[src/rtl/mgmt2w_pkg.sv]
package mgmt2w_pkg;
    localparam int BYTE_W = 8;
    localparam int WORD_W = 16;

    typedef enum logic [2:0] {
        ST_IDLE,
        ST_START,
        ST_SEND,
        ST_ACKCHK,
        ST_RECV,
        ST_MACK,
        ST_STOP,
        ST_DONE
    } m2w_state_e;

    localparam logic [2:0] START_LAST = 3'd5;
    localparam logic [2:0] SEND_LAST  = 3'd2;
    localparam logic [2:0] STOP_LAST  = 3'd6;
    localparam logic [2:0] MSB_BIT    = 3'd7;
endpackage

[src/rtl/mgmt2w_half_timer.sv]
module mgmt2w_half_timer #(
    parameter int HALF_CYC = 4
) (
    input  logic clk,
    input  logic rst_n,
    input  logic run,
    output logic tick
);
    localparam int CW = (HALF_CYC > 1) ? $clog2(HALF_CYC) : 1;
    localparam logic [CW-1:0] LAST = CW'(HALF_CYC - 1);

    logic [CW-1:0] cnt;

    assign tick = run && (cnt == LAST);

    always_ff @(posedge clk or negedge rst_n) begin
        if (!rst_n) begin
            cnt <= '0;
        end else if (!run || tick) begin
            cnt <= '0;
        end else begin
            cnt <= cnt + 1'b1;
        end
    end
endmodule

[src/rtl/mgmt2w_byte_plan.sv]
module mgmt2w_byte_plan
    import mgmt2w_pkg::*;
#(
    parameter logic [BYTE_W-1:0] CMD_RD = 8'hA9,
    parameter logic [BYTE_W-1:0] CMD_WR = 8'hA8
) (
    input  logic              wr,
    input  logic [WORD_W-1:0] addr,
    input  logic [WORD_W-1:0] wdata,
    input  logic [2:0]        idx,
    output logic [BYTE_W-1:0] byte_o,
    output logic              last_o
);
    always_comb begin
        unique case (idx)
            3'd0:    byte_o = wr ? CMD_WR : CMD_RD;
            3'd1:    byte_o = addr[7:0];
            3'd2:    byte_o = addr[15:8];
            3'd3:    byte_o = wdata[7:0];
            default: byte_o = wdata[15:8];
        endcase
        last_o = wr ? (idx == 3'd4) : (idx == 3'd2);
    end
endmodule

[src/rtl/mgmt2w_master.sv]
module mgmt2w_master
    import mgmt2w_pkg::*;
#(
    parameter int                HALF_CYC    = 4,
    parameter int                ACK_RETRIES = 5,
    parameter logic [BYTE_W-1:0] CMD_RD      = 8'hA9,
    parameter logic [BYTE_W-1:0] CMD_WR      = 8'hA8
) (
    input  logic              clk,
    input  logic              rst_n,
    input  logic              start_i,
    input  logic              wr_i,
    input  logic [WORD_W-1:0] addr_i,
    input  logic [WORD_W-1:0] wdata_i,
    input  logic              noack_i,
    output logic [WORD_W-1:0] rdata_o,
    output logic              busy_o,
    output logic              done_o,
    output logic              err_o,
    output logic              mdc_o,
    output logic              mdc_oe_o,
    output logic              md_o,
    output logic              md_oe_o,
    input  logic              md_i
);
    localparam int RW = (ACK_RETRIES > 0) ? $clog2(ACK_RETRIES + 1) : 1;
    localparam logic [RW-1:0] RETRY_MAX = RW'(ACK_RETRIES);

    m2w_state_e        state;
    logic [2:0]        step;
    logic [2:0]        bitn;
    logic [2:0]        idx;
    logic [RW-1:0]     retry;
    logic              hi_sel;
    logic              is_wr;
    logic              noack_q;
    logic              err_pend;
    logic [WORD_W-1:0] addr_q;
    logic [WORD_W-1:0] wdata_q;
    logic [BYTE_W-1:0] shreg;
    logic [BYTE_W-1:0] lo_q;
    logic [BYTE_W-1:0] tx_byte;
    logic              last_byte;
    logic              tick;
    logic              run;

    assign run = (state != ST_IDLE) && (state != ST_DONE);

    mgmt2w_half_timer #(.HALF_CYC(HALF_CYC)) u_timer (
        .clk   (clk),
        .rst_n (rst_n),
        .run   (run),
        .tick  (tick)
    );

    mgmt2w_byte_plan #(.CMD_RD(CMD_RD), .CMD_WR(CMD_WR)) u_plan (
        .wr     (is_wr),
        .addr   (addr_q),
        .wdata  (wdata_q),
        .idx    (idx),
        .byte_o (tx_byte),
        .last_o (last_byte)
    );

    // State register and datapath
    always_ff @(posedge clk or negedge rst_n) begin
        if (!rst_n) begin
            state    <= ST_IDLE;
            step     <= '0;
            bitn     <= '0;
            idx      <= '0;
            retry    <= '0;
            hi_sel   <= 1'b0;
            is_wr    <= 1'b0;
            noack_q  <= 1'b0;
            err_pend <= 1'b0;
            addr_q   <= '0;
            wdata_q  <= '0;
            shreg    <= '0;
            lo_q     <= '0;
            rdata_o  <= '0;
            err_o    <= 1'b0;
        end else begin
            unique case (state)
                ST_IDLE: begin
                    if (start_i) begin
                        state    <= ST_START;
                        step     <= '0;
                        idx      <= '0;
                        hi_sel   <= 1'b0;
                        err_pend <= 1'b0;
                        is_wr    <= wr_i;
                        noack_q  <= noack_i;
                        addr_q   <= addr_i;
                        wdata_q  <= wdata_i;
                    end
                end
                ST_START: begin
                    if (tick) begin
                        if (step == START_LAST) begin
                            state <= ST_SEND;
                            step  <= '0;
                            bitn  <= MSB_BIT;
                        end else begin
                            step <= step + 3'd1;
                        end
                    end
                end
                ST_SEND: begin
                    if (tick) begin
                        if (step != SEND_LAST) begin
                            step <= step + 3'd1;
                        end else begin
                            step <= '0;
                            if (bitn != 3'd0) begin
                                bitn <= bitn - 3'd1;
                            end else if (last_byte && is_wr && noack_q) begin
                                state <= ST_STOP;
                            end else begin
                                state <= ST_ACKCHK;
                                retry <= '0;
                            end
                        end
                    end
                end
                ST_ACKCHK: begin
                    if (tick) begin
                        if (step == 3'd0) begin
                            step <= 3'd1;
                        end else begin
                            step <= '0;
                            if (!md_i) begin
                                if (!last_byte) begin
                                    idx   <= idx + 3'd1;
                                    state <= ST_SEND;
                                    bitn  <= MSB_BIT;
                                end else if (is_wr) begin
                                    state <= ST_STOP;
                                end else begin
                                    state <= ST_RECV;
                                    bitn  <= MSB_BIT;
                                end
                            end else if (retry == RETRY_MAX) begin
                                err_pend <= 1'b1;
                                state    <= ST_STOP;
                            end else begin
                                retry <= retry + 1'b1;
                            end
                        end
                    end
                end
                ST_RECV: begin
                    if (tick) begin
                        if (step == 3'd0) begin
                            step <= 3'd1;
                        end else begin
                            step  <= '0;
                            shreg <= {shreg[BYTE_W-2:0], md_i};
                            if (bitn != 3'd0) begin
                                bitn <= bitn - 3'd1;
                            end else begin
                                state <= ST_MACK;
                            end
                        end
                    end
                end
                ST_MACK: begin
                    if (tick) begin
                        if (step != SEND_LAST) begin
                            step <= step + 3'd1;
                        end else begin
                            step <= '0;
                            if (!hi_sel) begin
                                hi_sel <= 1'b1;
                                lo_q   <= shreg;
                                state  <= ST_RECV;
                                bitn   <= MSB_BIT;
                            end else begin
                                state <= ST_STOP;
                            end
                        end
                    end
                end
                ST_STOP: begin
                    if (tick) begin
                        if (step != STOP_LAST) begin
                            step <= step + 3'd1;
                        end else begin
                            step  <= '0;
                            state <= ST_DONE;
                            err_o <= err_pend;
                            if (!is_wr && !err_pend) begin
                                rdata_o <= {shreg, lo_q};
                            end
                        end
                    end
                end
                ST_DONE: begin
                    state <= ST_IDLE;
                end
                default: begin
                    state <= ST_IDLE;
                end
            endcase
        end
    end

    // Line and handshake outputs
    always_comb begin
        mdc_o    = 1'b0;
        mdc_oe_o = 1'b0;
        md_o     = 1'b0;
        md_oe_o  = 1'b0;
        unique case (state)
            ST_IDLE, ST_DONE: begin
            end
            ST_START: begin
                mdc_oe_o = 1'b1;
                mdc_o    = (step == 3'd1) || (step == 3'd3) || (step == 3'd4);
                md_oe_o  = 1'b1;
                md_o     = (step < 3'd4);
            end
            ST_SEND: begin
                mdc_oe_o = 1'b1;
                mdc_o    = (step == SEND_LAST);
                md_oe_o  = 1'b1;
                md_o     = tx_byte[bitn];
            end
            ST_ACKCHK, ST_RECV: begin
                mdc_oe_o = 1'b1;
                mdc_o    = (step == 3'd1);
            end
            ST_MACK: begin
                mdc_oe_o = 1'b1;
                mdc_o    = (step == SEND_LAST);
                md_oe_o  = 1'b1;
                md_o     = hi_sel;
            end
            ST_STOP: begin
                mdc_oe_o = 1'b1;
                mdc_o    = (step == 3'd1) || (step == 3'd2) || (step == 3'd4) || (step == 3'd6);
                md_oe_o  = 1'b1;
                md_o     = (step >= 3'd2);
            end
            default: begin
            end
        endcase
    end

    assign busy_o = (state != ST_IDLE);
    assign done_o = (state == ST_DONE);
endmodule

[config.mk]
export PLATFORM = sky130hd
export DESIGN_NAME = mgmt2w_master
export DESIGN_NICKNAME = d
export VERILOG_FILES = /design/src/rtl/mgmt2w_pkg.sv /design/src/rtl/mgmt2w_half_timer.sv /design/src/rtl/mgmt2w_byte_plan.sv /design/src/rtl/mgmt2w_master.sv
export SDC_FILE = /design/constraint.sdc
export NUM_CORES = 1
export LEC_CHECK = 0
export ABC_AREA = 1
export BUFFER_PORTS_ARGS = -buffer_cell sky130_fd_sc_hd__buf_2
export CORE_ASPECT_RATIO = 0.7
export CORE_MARGIN = 4
export CORE_UTILIZATION = 25
export DETAILED_ROUTE_END_ITERATION = 12
export GPL_TIMING_DRIVEN = 0
export PLACE_DENSITY = 0.53
export SETUP_SLACK_MARGIN = 0.2
export SLEW_MARGIN = 5
export SYNTH_ARGS = -nofsm -noshare
export SYNTH_HDL_FRONTEND = slang
export SYNTH_SLANG_ARGS = --single-unit
export TNS_END_PERCENT = 1
[constraint.sdc]
create_clock -name clk -period 2.6 [get_ports clk]
set_input_delay 0.13 -clock clk [delete_from_list [all_inputs] [get_ports clk]]
set_output_delay 0.13 -clock clk [all_outputs]
set_load 0.01 [all_outputs]
# == After elaboration in Yosys (flattened, before gate mapping) ==
# Cells that the tools add are included.
# word_totals
register_bits,86
latchBits,0
mem_bits_rw,0
romBits,0
elab_cells,197
memories,0
# op_classes
n_addsub,5
n_mul,0
n_div,0
order_cmp,3
eq_ne,48
shifts,0
mux,81
bitwise_logic,4
n_reduce_logical,40
# op_table
cell,count
3-bit two-way mux,54
2-bit != test (second input constant),16
8-bit one-hot mux with 4 select lines,1
3-bit one-hot mux with 5 select lines,2
3-bit == test (second input constant),9
3-bit one-hot mux with 8 select lines,1
3-bit by 2-bit == test with 1-bit output (second input constant),6
6-bit AND reduction,3
2-bit by 1-bit != test with 1-bit output (second input constant),8
16-bit AND reduction,1
14-bit AND reduction,1
1-bit two-way mux,13
3-bit != test (second input constant),4
3-bit one-hot mux with 2 select lines,2
4-bit AND reduction,3
5-bit nonzero test,2
3-bit by 1-bit adder with 3-bit output (second input constant),3
3-bit by 1-bit == test with 1-bit output (second input constant),3
3-bit zero test,3
9-bit AND reduction,1
1-bit one-hot mux with 4 select lines,2
1-bit logical OR,6
2-bit two-way mux,3
3-bit AND reduction,2
other kinds (18),32

# == Depth between registers and ports, before layout ==
# logic_depth
ltp_word,9
depth_mapped,12
depth_no_buf,12

# == Modules after synthesis ==
# From an unflattened synthesis, not the netlist that was laid out.
# unflattened
hier_cells,597
hier_area_um2,4514.3
# by_module_without_submodules
mod,instances,cells_each,area_per_inst_um2,seq_area_each_um2
mgmt2w_master,1,528,4140.2,2102.0
mgmt2w_byte_plan,1,59,285.3,0.0
mgmt2w_half_timer,1,10,88.8,50.0

# == Worst setup path before layout ==
# Ideal clock, no wire load.
# synth_path
path_type,reg2out
start,register idx[2]
end,output md_o
t_arrival_ns,1.836
slack_ns,0.634
stages_incl_launch_ff,12
cell_sequence,dfrtp_1 inv_1 buf_2 ha_1 clkbuf_1 a21oi_1 nand3_1 nand3_1 nand3_1 nand3_1 nand3_1 nand2_1
# synth_via
elab_chain_cells,5
word_cells_on_any_way,8
classes_between,eq/ne: 3; mux: 4; reduce/logical: 1
# synth_rtl
element,line_no,rtl
from (decl),mgmt2w_master.sv:32,logic [2:0] idx;
from (signal assigned),mgmt2w_master.sv:134,idx <= idx + 3'd1;
"3-bit by 2-bit == test with 1-bit output, or another cell as far along",mgmt2w_byte_plan.sv:15,unique case (idx)
8-bit one-hot mux with 4 select lines (*),mgmt2w_byte_plan.sv:15,
1-bit binary-select mux with 3-bit select (*),mgmt2w_master.sv:227,md_o = tx_byte[bitn];
1-bit two-way mux (implied by the code) (*),mgmt2w_master.sv:227,
1-bit one-hot mux with 4 select lines (*),mgmt2w_master.sv:214,unique case (state)
to (decl),mgmt2w_master.sv:22,"output logic md_o,"
# Mark *: on every way between the ends. The rest lies on a longest branch, timed or not. The select of a mux whose other input is x is not followed.

# == Worst setup path in the final report ==
# Same ends and word-level chain as after synthesis.

==> metrics.txt <==
synth warn=0; Placement Rows=40; NumNets Final=727; crit path from=idx[2]$_DFFE_PN0P_; clk sinks=86; synth unique cells=30; Pre-antenna DRT Iters=5; Initial Util=25.7%; CTS clk-pin slew, worst paths=70 ps; RSZ-0062 raised after global routing=no; worst path cell trace=inv_4, buf_8, ha_4, buf_6, a21oi_4, buf_12, nand3_1, nand3_1, nand3_1, nand3_1, nand3_1, nand2_1, buf_6; DRT Wirelength=12000 um; Clk Latency, worst-skew pair=350 ps; initial detailed-routing violation count=364; Post-Synth XOR/XNOR Area=0.392%; vias in the first global route=3802; top sig layer=met4; Worst VDD drop=0.429 mV; hold_ws=3.60 ps; CTS buffer count=9; Worst Hold Class=input pin to register; Final Util=33.9%; Reg2Reg Depth=8; largest family of logic cells by synthesized area=simple AND/OR/NAND/NOR gates; io pins=61; share of the synthesized area in the top cell type=48.2%; largest net degree at the start of global routing=47; syn_area_per_cell=7.92 sq um; status=finished, final reports clean; initial antenna violation count=0; met2 WL=4780 um; Layout Skew=8.37 ps; worst-path maximum fanout=10; critical path depth=13; I/O Buffers=60; Syn Inst Count=564; root buf cell=clkbuf_16; Post-Synth Simple-Gate Area=28.6%; Post-Synth Adder-Cell Area=4.20%; Tcrit/Tclk final=86.2%; ANT nets after route=0; grt total ovfl=0; mux share of post-synthesis cell area=0%; post-synth top area cell=dfrtp_1; CTS tree=done; Worst setup endpoint=md_o; R2R Setup Slk=610 ps; Worst path max stage delay=400 ps; GRT Overall Usage=12.1%; Startpoint Class=register; Synth area leaders=dfrtp_1 48%, nand2_1 17%, nand3_1 4.6%; Layout area overhead=32.0%; Placed Area=5090 sq um; Least-Margin Pin Slew=566 ps; count of final setup violators=0; Die Ht=120 um; dpl hpwl=8880 um; vias post-DR=3937; delay-heaviest family, CP=buffers and inverters; most common cell after layout, fill and taps aside=nand2_1; Final Hold Viols=0; DRT met1 WL=6390 um; placed cells=856; reg2reg start=step[0]$_DFFE_PN0P_; worst r2r dst=shreg[1]$_DFFE_PN0P_; core area=17400 sq um; Post-Syn Area=4470 sq um; global-route wire length before repair=19700 um; Fmax=0.446 GHz; Synth Register Bits=86; PwrDens=925 nW/um^2; antenna diode count=0; Buffers & Inverters on Critical Path=5; RePlAce Congestion=0.908; final instance area=5890 sq um; sequential element share of the synthesized area=48.2%; TNS Setup=0 ps; Slew Limit Fails=0; Max clock buf depth=2; slowest CP cell=dfrtp_1; Die W=168 um; crit path DAT=2110 ps; Worst EP required=2470 ps; max-cap violations=0; P_leak=2.92 nW; Vias/cell=4.33; worst rel slew slack=62.2%; met3 routed WL=711 um; layout cells sized above 1=22.4%; Worst Setup End Kind=output port; post-layout min period=2240 ps; Crit Path Class=register to output port; commonest cells after routing, fill and taps aside=199 x nand2_1, 86 x dfrtp_1, 61 x buf_2, 48 x inv_1, 38 x o21ai_0; Compound-Gate Fraction of Synth Area=11.4%; DRC viols=0; syn nets=617; Finished Layout Cells=910; die footprint=20100 sq um; drt wl/cell=13.2 um; Critical Path Most Common Cell=nand3_1; H-tree depth=3
[cells by family after synthesis]
logic type / after synthesis
AND/OR/NAND/NOR: 302
buffers and inverters: 74
AO/OA/AOI/OAI: 85
XOR/XNOR: 2
flip-flops: 86
adder cells (fa/ha/maj): 15
[tightest hold or removal path, cell delays in order]
cell and delay [ps]:
buf_2 90, nand2_1 40, o21ai_0 50
[timing repair]
item	4_1_cts	5_1_grt
setup endpoints to repair	1	1
resized for setup	8	21
cloned	0	1
pin swaps	0	6
endpoints found under the hold margin	69	0
hold buffers	30	0
buffers inserted	1	6
[registers in the layout (all words and copies together), names as in the netlist, 8 cells and up]
signal	flops
addr_q	16
shreg	8
lo_q	8
wdata_q	16
rdata_o	16
[per-stage QoR]
stage / power [mW] / setup WS [ps]
CTS: 5.39 / 214
floorplan: 3.34 / 634
finish: 5.45 / 360
global placement: 3.92 / 140
global route: 5.91 / 225
detailed placement: 3.94 / 108
[synthesized netlist by cell type]
cell type  instances
o21ai_1            9
a21oi_1           12
nor2_2             6
nor3_1             4
nand3_2            3
nor4_4             1
buf_2              3
nand2_1          199
nand4_1            3
nor2_1            38
nand3_1           41
dfrtp_1           86
nor3_2             2
xor2_1             2
o221ai_1           2
a31oi_1            1
nor4_1             1
clkbuf_1           7
inv_1             49
ha_1              15
nand2_4            1
o21ai_2           16
buf_4              1
o211ai_1           2
o22ai_1            3
inv_2              9
buf_6              5
a211oi_1           2
nand2_2            3
o21ai_0           38
[how the worst min path moves through the flow]
stage / startpoint / endpoint / cells after the start
2_1_floorplan: rst_n / addr_q[0]$_DFFE_PN0P_ / 0
3_3_place_gp: wdata_i[15] / wdata_q[15]$_DFFE_PN0P_ / 3
3_5_place_dp: rst_n / wdata_q[4]$_DFFE_PN0P_ / 1
4_1_cts: addr_i[12] / addr_q[12]$_DFFE_PN0P_ / 3
5_1_grt: addr_i[14] / addr_q[14]$_DFFE_PN0P_ / 3
6_report: addr_i[12] / addr_q[12]$_DFFE_PN0P_ / 3
[final cells by class]
| cell class | count | area, sq um |
|---|---|---|
| fillers | 1828 | 11500 |
| clock buffers | 9 | 225 |
| well taps | 231 | 289 |
| plain buffers | 16 | 123 |
| inverters | 58 | 220 |
| repair buffers | 99 | 707 |
| multi-input cells | 404 | 2090 |
| clock inverters | 7 | 91.3 |
| flip-flops and latches | 86 | 2150 |
[routing by layer]
layer  GRT usage, %  up-vias
li1               -     2023
met1           18.8     1811
met2           16.2       96
met3           3.36        7
met4           3.24        0
met5              0        -
[where the power goes]
| part | leakage [nW] | switching [mW] | total [mW] | internal, mW |
|---|---|---|---|---|
| Combinational | 1.65 | 1.38 | 2.12 | 0.739 |
| Clock | 0.151 | 0.614 | 1.38 | 0.769 |
| Sequential | 1.12 | 0.244 | 1.95 | 1.70 |
| Total | 2.92 | 2.24 | 5.45 | 3.21 |
(Power assumes the default switching activity.)
